$ cat config.mk
export PLATFORM = sky130hd
export DESIGN_NAME = can_err_regs
export DESIGN_NICKNAME = d
export VERILOG_FILES = /design/src/rtl/can_err_pkg.sv /design/src/rtl/can_err_flagbank.sv /design/src/rtl/can_err_code.sv /design/src/rtl/can_err_level.sv /design/src/rtl/can_err_regs.sv
export SDC_FILE = /design/constraint.sdc
export NUM_CORES = 1
export LEC_CHECK = 0
export ABC_AREA = 1
export BUFFER_PORTS_ARGS = -buffer_cell sky130_fd_sc_hd__buf_2
export CELL_PAD_IN_SITES_DETAIL_PLACEMENT = 2
export CELL_PAD_IN_SITES_GLOBAL_PLACEMENT = 2
export CORE_MARGIN = 3
export CORE_UTILIZATION = 25
export DETAILED_ROUTE_END_ITERATION = 8
export PLACE_DENSITY = 0.8
export SYNTH_ARGS = -nofsm -noshare
export SYNTH_HDL_FRONTEND = slang
export SYNTH_SLANG_ARGS = --single-unit
$ cat constraint.sdc
create_clock -name clk -period 1.1 [get_ports clk]
set_input_delay 0.055 -clock clk [delete_from_list [all_inputs] [get_ports clk]]
set_output_delay 0.055 -clock clk [all_outputs]
set_load 0.03 [all_outputs]
$ cat src/rtl/can_err_pkg.sv
package can_err_pkg;

  typedef enum logic [1:0] {
    LVL_ACTIVE  = 2'd0,
    LVL_WARN    = 2'd1,
    LVL_PASSIVE = 2'd2,
    LVL_BUSOFF  = 2'd3
  } err_level_e;

  localparam int FLAG_W = 8;
  localparam int CODE_W = 7;

  // Register addresses
  localparam logic [2:0] A_FLAG = 3'd0;
  localparam logic [2:0] A_FEN  = 3'd1;
  localparam logic [2:0] A_CODE = 3'd2;
  localparam logic [2:0] A_TXC  = 3'd3;
  localparam logic [2:0] A_RXC  = 3'd4;
  localparam logic [2:0] A_STAT = 3'd5;
  localparam logic [2:0] A_IEN  = 3'd6;
  localparam logic [2:0] A_LVL  = 3'd7;

  // Flag bit positions
  localparam int FB_BUSERR   = 0;
  localparam int FB_WARN     = 1;
  localparam int FB_PASSIVE  = 2;
  localparam int FB_BOENTRY  = 3;
  localparam int FB_BORECOV  = 4;
  localparam int FB_OVERRUN  = 5;
  localparam int FB_OVERLOAD = 6;
  localparam int FB_BUSLOCK  = 7;

  // Combined interrupt bit in status and interrupt enable registers
  localparam int IRQ_BIT = 5;

endpackage

$ cat src/rtl/can_err_flagbank.sv
module can_err_flagbank #(
  parameter int W = 8
) (
  input  logic         clk,
  input  logic         rst_n,
  input  logic [W-1:0] set_i,
  input  logic         wr_i,
  input  logic [W-1:0] wdata_i,
  output logic [W-1:0] q_o
);

  logic [W-1:0] q_q;
  logic [W-1:0] q_d;
  logic         upd;

  // Per-bit next state: a hardware set overrides a clearing write.
  for (genvar i = 0; i < W; i++) begin : g_bit
    assign q_d[i] = set_i[i] | (q_q[i] & ~(wr_i & ~wdata_i[i]));
  end

  assign upd = wr_i | (|set_i);

  always_ff @(posedge clk or negedge rst_n) begin
    if (!rst_n) begin
      q_q <= '0;
    end else if (upd) begin
      q_q <= q_d;
    end
  end

  assign q_o = q_q;

  p_set_r1: assert property (@(posedge clk) disable iff (!rst_n)
    (set_i != '0) |=> ((q_q & $past(set_i)) == $past(set_i)));

  p_set_wins_r3: assert property (@(posedge clk) disable iff (!rst_n)
    (wr_i && ((set_i & ~wdata_i) != '0)) |=> ((q_q & $past(set_i)) == $past(set_i)));

  p_clear_r2: assert property (@(posedge clk) disable iff (!rst_n)
    wr_i |=> ((q_q & ~$past(wdata_i) & ~$past(set_i)) == '0));

  p_keep_r2: assert property (@(posedge clk) disable iff (!rst_n)
    (!wr_i && set_i == '0) |=> (q_q == $past(q_q)));

endmodule

$ cat src/rtl/can_err_code.sv
module can_err_code #(
  parameter int CODE_W = 7
) (
  input  logic              clk,
  input  logic              rst_n,
  input  logic [CODE_W-1:0] ev_i,
  input  logic              wr_i,
  input  logic [CODE_W:0]   wdata_i,
  output logic [CODE_W:0]   code_o
);

  logic              mode_q;
  logic              mode_d;
  logic [CODE_W-1:0] code_q;
  logic [CODE_W-1:0] code_d;
  logic [CODE_W-1:0] kept;
  logic              any_ev;
  logic              upd;

  assign any_ev = |ev_i;
  assign upd    = wr_i | any_ev;

  always_comb begin
    kept   = wr_i ? (code_q & wdata_i[CODE_W-1:0]) : code_q;
    mode_d = wr_i ? wdata_i[CODE_W] : mode_q;
    if (any_ev) begin
      code_d = mode_q ? (kept | ev_i) : ev_i;
    end else begin
      code_d = kept;
    end
  end

  always_ff @(posedge clk or negedge rst_n) begin
    if (!rst_n) begin
      mode_q <= 1'b0;
      code_q <= '0;
    end else if (upd) begin
      mode_q <= mode_d;
      code_q <= code_d;
    end
  end

  assign code_o = {mode_q, code_q};

  p_accum_r5: assert property (@(posedge clk) disable iff (!rst_n)
    (mode_q && !wr_i && ev_i != '0) |=> (code_q == ($past(code_q) | $past(ev_i))));

  p_replace_r6: assert property (@(posedge clk) disable iff (!rst_n)
    (!mode_q && ev_i != '0) |=> (code_q == $past(ev_i)));

  p_clear_r4: assert property (@(posedge clk) disable iff (!rst_n)
    (wr_i && ev_i == '0) |=> (code_q == ($past(code_q) & $past(wdata_i[CODE_W-1:0]))));

endmodule

$ cat src/rtl/can_err_level.sv
module can_err_level
  import can_err_pkg::*;
#(
  parameter int CNT_W    = 9,
  parameter int WARN_LVL = 96,
  parameter int PASS_LVL = 127,
  parameter int OFF_LVL  = 255
) (
  input  logic             clk,
  input  logic             rst_n,
  input  logic [CNT_W-1:0] tec_i,
  input  logic [CNT_W-1:0] rec_i,
  output err_level_e       level_o,
  output logic             warn_rise_o,
  output logic             pass_rise_o,
  output logic             off_rise_o
);

  localparam logic [CNT_W-1:0] WARN_C = CNT_W'(WARN_LVL);
  localparam logic [CNT_W-1:0] PASS_C = CNT_W'(PASS_LVL);
  localparam logic [CNT_W-1:0] OFF_C  = CNT_W'(OFF_LVL);

  logic       warn_c;
  logic       pass_c;
  logic       off_c;
  logic [2:0] prev_q;
  logic [2:0] prev_d;
  err_level_e lvl_q;
  err_level_e lvl_d;

  always_comb begin
    warn_c = (tec_i >= WARN_C) || (rec_i >= WARN_C);
    pass_c = (tec_i > PASS_C) || (rec_i > PASS_C);
    off_c  = (tec_i > OFF_C);
    prev_d = {off_c, pass_c, warn_c};
    if (off_c) begin
      lvl_d = LVL_BUSOFF;
    end else if (pass_c) begin
      lvl_d = LVL_PASSIVE;
    end else if (warn_c) begin
      lvl_d = LVL_WARN;
    end else begin
      lvl_d = LVL_ACTIVE;
    end
  end

  always_ff @(posedge clk or negedge rst_n) begin
    if (!rst_n) begin
      prev_q <= '0;
      lvl_q  <= LVL_ACTIVE;
    end else begin
      prev_q <= prev_d;
      lvl_q  <= lvl_d;
    end
  end

  assign warn_rise_o = warn_c & ~prev_q[0];
  assign pass_rise_o = pass_c & ~prev_q[1];
  assign off_rise_o  = off_c  & ~prev_q[2];
  assign level_o     = lvl_q;

  p_warn_once_r7: assert property (@(posedge clk) disable iff (!rst_n)
    (warn_rise_o && $stable(tec_i) && $stable(rec_i)) |=> !warn_rise_o);

  p_pass_once_r8: assert property (@(posedge clk) disable iff (!rst_n)
    pass_rise_o |=> (!pass_rise_o || !$stable(rec_i) || !$stable(tec_i)));

  p_off_level_r9: assert property (@(posedge clk) disable iff (!rst_n)
    off_rise_o |=> (lvl_q == LVL_BUSOFF));

  p_level_rank_r10: assert property (@(posedge clk) disable iff (!rst_n)
    (lvl_q == LVL_ACTIVE) |-> !(prev_q[0]));

endmodule

$ cat src/rtl/can_err_regs.sv
module can_err_regs
  import can_err_pkg::*;
#(
  parameter int CNT_W    = 9,
  parameter int WARN_LVL = 96,
  parameter int PASS_LVL = 127,
  parameter int OFF_LVL  = 255
) (
  input  logic             clk,
  input  logic             rst_n,
  input  logic [2:0]       reg_addr,
  input  logic             reg_wr,
  input  logic [7:0]       reg_wdata,
  output logic [7:0]       reg_rdata,
  input  logic             ev_bus_lock,
  input  logic             ev_overload,
  input  logic             ev_overrun,
  input  logic             ev_bo_recover,
  input  logic [6:0]       err_code_ev,
  input  logic [CNT_W-1:0] tx_err_cnt,
  input  logic [CNT_W-1:0] rx_err_cnt,
  output logic [1:0]       err_level,
  output logic             err_irq
);

  localparam logic [CNT_W-1:0] SAT_C = CNT_W'(255);

  logic [FLAG_W-1:0] flag_set;
  logic [FLAG_W-1:0] flag_q;
  logic [FLAG_W-1:0] fen_q;
  logic [FLAG_W-1:0] fen_d;
  logic              ien_q;
  logic              ien_d;
  logic [CODE_W:0]   code_q;
  logic              warn_rise;
  logic              pass_rise;
  logic              off_rise;
  err_level_e        lvl;
  logic              stat_bit;
  logic              wr_flag;
  logic              wr_fen;
  logic              wr_code;
  logic              wr_ien;
  logic [7:0]        tx_rd;
  logic [7:0]        rx_rd;
  logic [7:0]        stat_rd;
  logic [7:0]        ien_rd;

  assign wr_flag = reg_wr && (reg_addr == A_FLAG);
  assign wr_fen  = reg_wr && (reg_addr == A_FEN);
  assign wr_code = reg_wr && (reg_addr == A_CODE);
  assign wr_ien  = reg_wr && (reg_addr == A_IEN);

  can_err_level #(
    .CNT_W   (CNT_W),
    .WARN_LVL(WARN_LVL),
    .PASS_LVL(PASS_LVL),
    .OFF_LVL (OFF_LVL)
  ) u_level (
    .clk        (clk),
    .rst_n      (rst_n),
    .tec_i      (tx_err_cnt),
    .rec_i      (rx_err_cnt),
    .level_o    (lvl),
    .warn_rise_o(warn_rise),
    .pass_rise_o(pass_rise),
    .off_rise_o (off_rise)
  );

  always_comb begin
    flag_set              = '0;
    flag_set[FB_BUSLOCK]  = ev_bus_lock;
    flag_set[FB_OVERLOAD] = ev_overload;
    flag_set[FB_OVERRUN]  = ev_overrun;
    flag_set[FB_BORECOV]  = ev_bo_recover;
    flag_set[FB_BOENTRY]  = off_rise;
    flag_set[FB_PASSIVE]  = pass_rise;
    flag_set[FB_WARN]     = warn_rise;
    flag_set[FB_BUSERR]   = |err_code_ev;
  end

  can_err_flagbank #(.W(FLAG_W)) u_flags (
    .clk    (clk),
    .rst_n  (rst_n),
    .set_i  (flag_set),
    .wr_i   (wr_flag),
    .wdata_i(reg_wdata),
    .q_o    (flag_q)
  );

  can_err_code #(.CODE_W(CODE_W)) u_code (
    .clk    (clk),
    .rst_n  (rst_n),
    .ev_i   (err_code_ev),
    .wr_i   (wr_code),
    .wdata_i(reg_wdata),
    .code_o (code_q)
  );

  // Enable registers: next state
  always_comb begin
    fen_d = wr_fen ? reg_wdata : fen_q;
    ien_d = wr_ien ? reg_wdata[IRQ_BIT] : ien_q;
  end

  // Enable registers: storage
  always_ff @(posedge clk or negedge rst_n) begin
    if (!rst_n) begin
      fen_q <= '0;
      ien_q <= 1'b0;
    end else if (wr_fen || wr_ien) begin
      fen_q <= fen_d;
      ien_q <= ien_d;
    end
  end

  assign stat_bit = |(flag_q & fen_q);
  assign err_irq  = stat_bit & ien_q;
  assign err_level = lvl;

  always_comb begin
    tx_rd            = (tx_err_cnt > SAT_C) ? 8'hFF : tx_err_cnt[7:0];
    rx_rd            = (rx_err_cnt > SAT_C) ? 8'hFF : rx_err_cnt[7:0];
    stat_rd          = '0;
    stat_rd[IRQ_BIT] = stat_bit;
    ien_rd           = '0;
    ien_rd[IRQ_BIT]  = ien_q;
    case (reg_addr)
      A_FLAG:  reg_rdata = flag_q;
      A_FEN:   reg_rdata = fen_q;
      A_CODE:  reg_rdata = code_q;
      A_TXC:   reg_rdata = tx_rd;
      A_RXC:   reg_rdata = rx_rd;
      A_STAT:  reg_rdata = stat_rd;
      A_IEN:   reg_rdata = ien_rd;
      default: reg_rdata = {6'd0, lvl};
    endcase
  end

  p_irq_off_r11: assert property (@(posedge clk) disable iff (!rst_n)
    (wr_ien && !reg_wdata[IRQ_BIT]) |=> !err_irq);

  p_irq_mask_r11: assert property (@(posedge clk) disable iff (!rst_n)
    (wr_fen && reg_wdata == 8'h00) |=> !err_irq);

  p_buserr_r1: assert property (@(posedge clk) disable iff (!rst_n)
    (err_code_ev != '0) |=> flag_q[FB_BUSERR]);

endmodule

==> run metrics <==
status finished, violations left; failing checks setup timing; fin crit period 1.46 ns; Die ar. 8010 sq um; Clock Path Buffers 2; Worst Setup SP u_flags.q_o[2]$_DFFE_PN0P_; RSZ-0062 raised after global routing true; pin count of the biggest net entering global routing 31; pre-CTS setup slack -0.261 ns; most numerous cell in the Yosys netlist nand2_1; crit-path max cell delay 0.42 ns; Slew HR 72.3%; DR vias 2190; worst-path cell chain nand2_1 > nand2_2 > nor2_2 > nand2_1 > nand2_1 > nand3_2 > buf_6; fin util 43.0%; register area share after synthesis 43.0%; vias in the first global route 2327; area growth from synthesis to layout 62.0%; io pins 54; CTS tree done; HP Class input port to flop; leakage power 0.00151 uW; Iter 0 DRT Violations 80; Synth Instances 263; antenna viol nets, final 0; Max FO, Critical Path 2; CTS clk-pin slew, worst paths 0.07 ns; H-tree depth 2; Non-Filler Instances 465; maxcap violations 0; Avg WL per Cell 19.3 um; worst-margin pin slew 0.416 ns; FF/Latch Area 751 sq um; Tcrit/Tclk final 133%; setup slack after layout -0.365 ns; final number of hold-violating endpoints 0; Die Span Y 89.5 um; # fillers 775; drt total wl 8970 um; hpwl dp 5800 um; CTS buffer count 5; Sw Ratio 34.3%; most used cell, CP nand2_1; Worst EP arrival 1.41 ns; antenna violations before repair 0; synth warn 0; Synth top area share 43.0%; Commonest cells post-synth nand2_1, inv_1, nor2_1; ys flop type dfrtp_1; n_diodes 0; CTS sink cnt 30; Syn Std Cell Area 1740 sq um; number of flops mapped to enable cells by yosys 0; NumNets Final 415; clock skew 0.00197 ns; Synthesized Nets 306; core area 6570 sq um; worst skew pair latency 0.29 ns; Max Fclk 683 MHz; Port Buffers 53; DIE WIDTH 89.5 um; critical path type flop to output pin; area leader, netlist dfrtp_1; Yosys cell types 19; Worst setup EP type output pin; slowest CP cell dfrtp_1; global-route wire length before repair 12100 um; CTS root buf clkbuf_8; switching power total 1300 uW; cell area power density 1350 nW/um^2; Int Pwr 2500 uW; maximum VDD drop 935 uV; area of the multi-input gates 905 sq um; Hold Slack 0.0247 ns; WP data required 1.04 ns; FF+latch count, synth 30; initial core utilization 26.6%; Slew Viols, Final 0; Core Rows 29; combinational share of power 32.5%; dpl cells 438; global route total overflow 0; gr usage total 20.7%; DRC viols 0; Clock power frac 32.0%; layout cells sized above 1 37.1%; via density per instance 4.71; RR Startpoint fen_q[7]$_DFFE_PN0P_; startpoint types flop; Post-synth ARST share 100%; final setup fails 11; drt pass-1 iters 4; GPL Wtd Cong 0.796; syn_area_per_cell 6.63 sq um; hold_sp reg_wdata[6]; part of the power in registers 35.5%; top cells by area, synth dfrtp_1, nand2_1, inv_1
-- path summary, 6_finish.rpt --
kind / to / slack (ns) / cells past startpoint
max: reg_rdata[5] / -0.36 / 7
min reg2reg: u_code.code_q[6]$_DFFE_PN0P_ / 0.53 / 2
min: u_flags.q_o[6]$_DFFE_PN0P_ / 0.02 / 3
max reg2reg: fen_q[7]$_DFFE_PN0P_ / 0.14 / 4
min in group asynchronous: u_code.code_q[1]$_DFFE_PN0P_ / 0.31 / 3
max in group asynchronous: u_code.code_q[6]$_DFFE_PN0P_ / 0.48 / 3
-- cell usage in the layout (no fill, tap or decap) --
cell type / netlist / layout
inv_1: 40 / 35
nor3_4: 1 / 1
nor2_1: 39 / 33
dlygate4sd3_1: 0 / 12
nand2_2: 2 / 12
dfrtp_1: 30 / 30
nand3_2: 0 / 5
o211ai_1: 1 / 1
o21ai_2: 0 / 1
buf_6: 2 / 16
nand2_1: 89 / 78
inv_4: 0 / 3
o21ai_1: 3 / 2
nand3_1: 22 / 17
or2_2: 2 / 2
nor2_2: 1 / 4
o21ai_0: 23 / 23
nand4_1: 2 / 2
inv_2: 0 / 2
a21boi_2: 0 / 1
nand2_4: 0 / 1
clkbuf_8: 0 / 6
buf_4: 1 / 35
nor2_4: 0 / 3
bufinv_16: 0 / 1
a21oi_2: 0 / 1
nor3_1: 1 / 1
buf_2: 0 / 44
-- what timing repair did --
item | CTS | global route
hold buffers | 12 | 0
setup buffers | 3 | 7
endpoints found under the setup margin | 9 | 24
endpoints found under the hold margin | 41 | 0
gates resized for setup | 35 | 28
pin swaps | 19 | 14
-- sequential cells by signal (all words and copies together) (netlist names) --
| signal | cells |
|---|---|
| u_code.code_q | 7 |
| u_flags.q_o | 8 |
| ien_q | 1 |
| u_code.mode_q | 1 |
| fen_q | 8 |
| u_level.prev_q | 3 |
| u_level.level_o | 2 |
-- through the flow --
stage | total power [uW] | TNS, ns | instance area, sq um
CTS | 3620 | -2.10 | 2700
detailed placement | 2260 | -3.73 | 2340
global route | 3990 | -3.47 | 2830
floorplan | 1770 | 0 | 1740
global placement | 2200 | -1.59 | 2340
finish | 3800 | -2.39 | 2830
-- cell families after synthesis --
family,count (synthesis),synth area share [%]
simple gates,159,37.6
buf+inv,45,10.8
flops,30,43.0
compound gates,29,8.61
-- final cells by class --
type / count / area share, %
well taps: 93 / 4.12
flip-flops and latches: 30 / 26.6
repair buffers: 107 / 27.7
clock buffers: 6 / 2.92
multi-input cells: 188 / 32.0
clock inverters: 1 / 1.06
inverters: 40 / 5.58
-- per-layer routing --
layer | share of wire [%] | vias to the layer above | wire, um | track usage, %
met5 | 0 | - | 0 | 0
met4 | 1.8 | 0 | 158 | 5.28
met3 | 2.7 | 13 | 245 | 3.69
met2 | 54 | 48 | 4880 | 38.2
met1 | 41 | 1103 | 3690 | 24.6
li1 | - | 1026 | - | -
-- power groups by stage --
stage	Sequential [uW]	Clock, uW	Combinational, uW
after global placement	1340	0	860
after floorplan	1330	0	445
after CTS	1330	1210	1080
final	1350	1220	1240
after detailed placement	1350	0	910
after global routing	1360	1280	1350
-- critical path, delay by kind of cell, from the launching register on --
kind          cells  cell delay, ns
buf+inv           1            0.14
flops             1            0.42
simple gates      6            0.53
(Power assumes the default switching activity.)
